**src/rtl/split_cycle_counter.sv**
```systemverilog
module split_cycle_counter #(
  parameter int HALF_W    = 32,
  parameter int ZERO_LSBS = 4
) (
  input  logic                clk,
  input  logic                rst_n,
  input  logic                hi_we,
  input  logic [2*HALF_W-1:0] hi_data,
  input  logic                ctl_we,
  input  logic [2*HALF_W-1:0] ctl_data,
  output logic [2*HALF_W-1:0] count,
  output logic                running,
  output logic                fmt_err
);
  localparam int W = 2 * HALF_W;

  logic [HALF_W-1:0] hi_q, lo_q;

  wire              bump    = running & ~hi_we & ~ctl_we;
  wire [HALF_W-1:0] lo_load = {ctl_data[HALF_W-1:ZERO_LSBS], {ZERO_LSBS{1'b0}}};
  wire [W-1:0]      bumped  = {hi_q, lo_q} + W'(1);
  wire              unused_bits = ^{hi_data[HALF_W-1:0], ctl_data[W-1:HALF_W+1]};

  always_ff @(posedge clk or negedge rst_n) begin
    if (!rst_n) begin
      hi_q    <= '0;
      lo_q    <= '0;
      running <= 1'b0;
      fmt_err <= 1'b0;
    end else begin
      if (bump) begin
        {hi_q, lo_q} <= bumped;
      end else begin
        if (hi_we)  hi_q <= hi_data[W-1:HALF_W];
        if (ctl_we) lo_q <= lo_load;
      end
      if (ctl_we) running <= ctl_data[HALF_W];
      fmt_err <= ctl_we & (|ctl_data[ZERO_LSBS-1:0]);
    end
  end

  assign count = {hi_q, lo_q};
endmodule

```
**config.mk**
```make
export PLATFORM = sky130hd
export DESIGN_NAME = split_cycle_counter
export DESIGN_NICKNAME = d
export VERILOG_FILES = /design/src/rtl/split_cycle_counter.sv
export SDC_FILE = /design/constraint.sdc
export NUM_CORES = 1
export LEC_CHECK = 0
export ABC_CLOCK_PERIOD_IN_PS = 3660
export BUFFER_PORTS_ARGS = -buffer_cell sky130_fd_sc_hd__buf_4
export CAP_MARGIN = 5
export CORE_UTILIZATION = 50
export DETAILED_ROUTE_END_ITERATION = 10
export GPL_TIMING_DRIVEN = 0
export MAX_ROUTING_LAYER = met4
export PLACE_DENSITY = 0.86
export RECOVER_POWER = 25
export SETUP_SLACK_MARGIN = 0.1
export SLEW_MARGIN = 20
export SYNTH_ARGS = -nofsm -noshare
export SYNTH_HDL_FRONTEND = slang
export SYNTH_SLANG_ARGS = --single-unit
export TNS_END_PERCENT = 10
```
**constraint.sdc**
```tcl
create_clock -name clk -period 3.66 [get_ports clk]
set_input_delay 0.366 -clock clk [delete_from_list [all_inputs] [get_ports clk]]
set_output_delay 0.366 -clock clk [all_outputs]
set_load 0.01 [all_outputs]
```
==> results.yml <==
cts:
  htreeDepth: 3
  cts_tree: "built"
  postCtsSetupBuffers: 0
  cts_made_buffers: 9
  cts_hold_buf: 0
  clockBufferDepth: 2
  clkSinkCount: 66
  clock_latency_ps: 330
  cts_root_buf: "clkbuf_8"
  ctsResizeCount: 0
  clkSlewWorstSetupHoldPaths_ps: 70
global_routing:
  grt_overflow: 0
  grt_pass1_wl_microns: 19100
  grt_pass1_vias: 4031
  grtUsageMet1_pct: 37.3
  grt_busiest_layer: "met2"
  grt_usage_pct: 29.8
  grtUsageMet3_pct: 5.70
  gr-usage-met2_pct: 48.3
  grt_max_degree: 67
  antenna_found_initial: 0
logic_synthesis:
  synth-compound-area-share_pct: 13.2
  synth_xor_area_share_pct: 7.07
  yosys.cell_types.count: 47
  synth_top_family_by_area: "simple AND/OR/NAND/NOR gates"
  ys_ff_latch: 66
  synth_ff_type: "dfrtp_1"
  synth_top_area_share_pct: 41.7
  synth-simple-area-share_pct: 34.5
  synth_top_area_cell: "dfrtp_1"
  synthTopCellsByArea: "dfrtp_1 (42%), o21ai_0 (6.6%), nand2_1 (6.0%)"
  async_reset_ff_share_pct: 100
  yosysWarningCount: 0
  synth_area_sq_um: 3970
  synth-seq-area-share_pct: 41.7
  synthMuxAreaShare_pct: 0.820
  synthAdderAreaFrac_pct: 0.316
  syn_nets: 597
  synth_edf_count: 0
  synth_cells: 464
  syn_avg_cell_area_sq_um: 8.55
floorplan:
  start_util_pct: 51.6
  die_w_microns: 91.1
  rows: 32
  die_h_microns: 91.1
  coreArea_sq_um: 7690
  ioPinCount: 198
  design.die.area_sq_um: 8290
job:
  cap_viol_max_count: 1
layout:
  diodes: 0
  final_common_cell: "buf_4"
  final_cell_mix: "buf_4 (133), dfrtp_1 (66), nand2_1 (63), o21ai_0 (52), nor2_1 (37)"
  syn2layout_area_growth_pct: 32.1
  final_cell_area_sq_um: 5240
  stdcell_count: 713
  final_nets: 742
  drive_gt1_share_pct: 26.0
placement:
  place_ws_ps: 1190
  dpl_cell_area_sq_um: 5100
  port_buffers: 134
  gp_congestion: 0.904
  place_inst: 700
  dp_hpwl_microns: 8990
timing:
  final_max_slew_viol_count: 67
  timing.fmax_mhz: 399
  final-hold-violation-count: 0
  fin_crit_sh_pct: 68.5
  slew_headroom_pct: -10.2
  setup_ws_ps: 1150
  worst_pin_slew_ps: 1650
  skew_ps: 7.05
  post-route-min-period_ps: 2510
  setup_violations: 0
  setup_tns_ps: 0
  grt_setup_unrepaired: "no"
pwr:
  p_per_area_nw_per_um2: 336
  p_leak_nw: 2.15
  total_power_mw: 1.76
  peakVddDrop_v: 0.000240
routing:
  via_per_inst: 5.98
  vias: 4262
  drc: 0
  drtPass1Iterations: 5
  final_antenna_net_count: 0
  wire_per_inst_microns: 16.6
  drt-total-wl_microns: 11900
  drtIter0Drc: 251
setup_path:
  cp.required_ps: 3930
  cp-end-kind: "flip-flop"
  critPathKind: "flip-flop to flip-flop"
  startpoint_type: "flip-flop"
  worstPathArrival_ps: 2780
  crit_fanout: 10
min_path:
  hold_path.class: "primary input to flip-flop"
run_status:
  violations: "capacitance limit, slew limit"
  status: "finished, violations left"
[sequential cells by signal (all words and copies together), names as in the netlist]
name     flops
hi_q        32
lo_q        32
fmt_err      1
running      1
[Yosys cell counts, types with 2 or more instances]
| cell type | instances |
|---|---|
| nor4_1 | 10 |
| dfrtp_1 | 66 |
| nand4_1 | 29 |
| or4_1 | 3 |
| and3_1 | 10 |
| clkbuf_1 | 15 |
| nand4b_1 | 2 |
| and2_1 | 3 |
| nor4_4 | 3 |
| and4_1 | 6 |
| nor2_1 | 37 |
| o31ai_1 | 2 |
| a21oi_1 | 3 |
| a31oi_1 | 25 |
| or2_2 | 2 |
| mux2_2 | 2 |
| nand3b_1 | 5 |
| inv_1 | 8 |
| nand2_1 | 63 |
| nand3_1 | 23 |
| nor3_1 | 13 |
| or3_1 | 22 |
| xnor2_1 | 11 |
| a22oi_1 | 2 |
| nor2b_1 | 5 |
| buf_2 | 2 |
| o21ai_0 | 52 |
| xor2_1 | 21 |
[path summary, 6_finish.rpt]
path,startpoint,end,slack (ps),depth (start not counted)
min in group asynchronous,rst_n,hi_q[27]$_DFFE_PN0P_,450,1
worst min-delay path,ctl_data[9],lo_q[9]$_DFFE_PN0P_,230,3
worst max-delay path,lo_q[8]$_DFFE_PN0P_,hi_q[31]$_DFFE_PN0P_,1150,5
max in group asynchronous,rst_n,hi_q[3]$_DFFE_PN0P_,2210,1
worst min register to register,hi_q[29]$_DFFE_PN0P_,hi_q[29]$_DFFE_PN0P_,550,1
worst max register to register,lo_q[8]$_DFFE_PN0P_,hi_q[31]$_DFFE_PN0P_,1150,5
[power breakdown]
group | leakage, nW | total [mW] | switching (mW) | internal [mW]
combinational | 1.29 | 0.379 | 0.187 | 0.192
sequential | 0.781 | 0.890 | 0.0972 | 0.793
clock | 0.0722 | 0.492 | 0.257 | 0.234
[cell type report]
| type | count | area [sq um] |
|---|---|---|
| Fill cell | 629 | 2450 |
| Multi-Input combinational cell | 372 | 2210 |
| Sequential cell | 66 | 1650 |
| Timing Repair Buffer | 134 | 1000 |
| Clock buffer | 12 | 135 |
| Tap cell | 102 | 128 |
| Buffer | 18 | 70.1 |
| Inverter | 8 | 30.0 |
| Clock inverter | 1 | 5.00 |
[stage by stage]
stage | hold slack (ps) | utilization [%]
after floorplan | 70.4 | -
after global routing | 230 | 68.1
after CTS | 163 | 68.1
after detailed placement | 520 | 66.3
final | 233 | 68.1
after global placement | 511 | 66.3
[critical path, stage by stage (launching register included)]
cell and delay (ps):
dfrtp_1 440, nand3_1 270, nor4_4 530, nand3_1 470, or4b_1 630, nand3_1 100
[routing by layer]
metal	vias up	routed length (microns)	part of all wire, %
met5	-	0	0
met4	0	300	2.5
met3	35	901	7.6
met2	203	5750	49
met1	2013	4910	41
li1	2011	-	-
[cells by family after synthesis]
logic type               after synthesis
AO/OA/AOI/OAI                         91
XOR/XNOR                              32
adder cells (fa/ha/maj)                1
buffers and inverters                 26
flip-flops                            66
multiplexers                           3
AND/OR/NAND/NOR                      245
(Power assumes the default switching activity.)
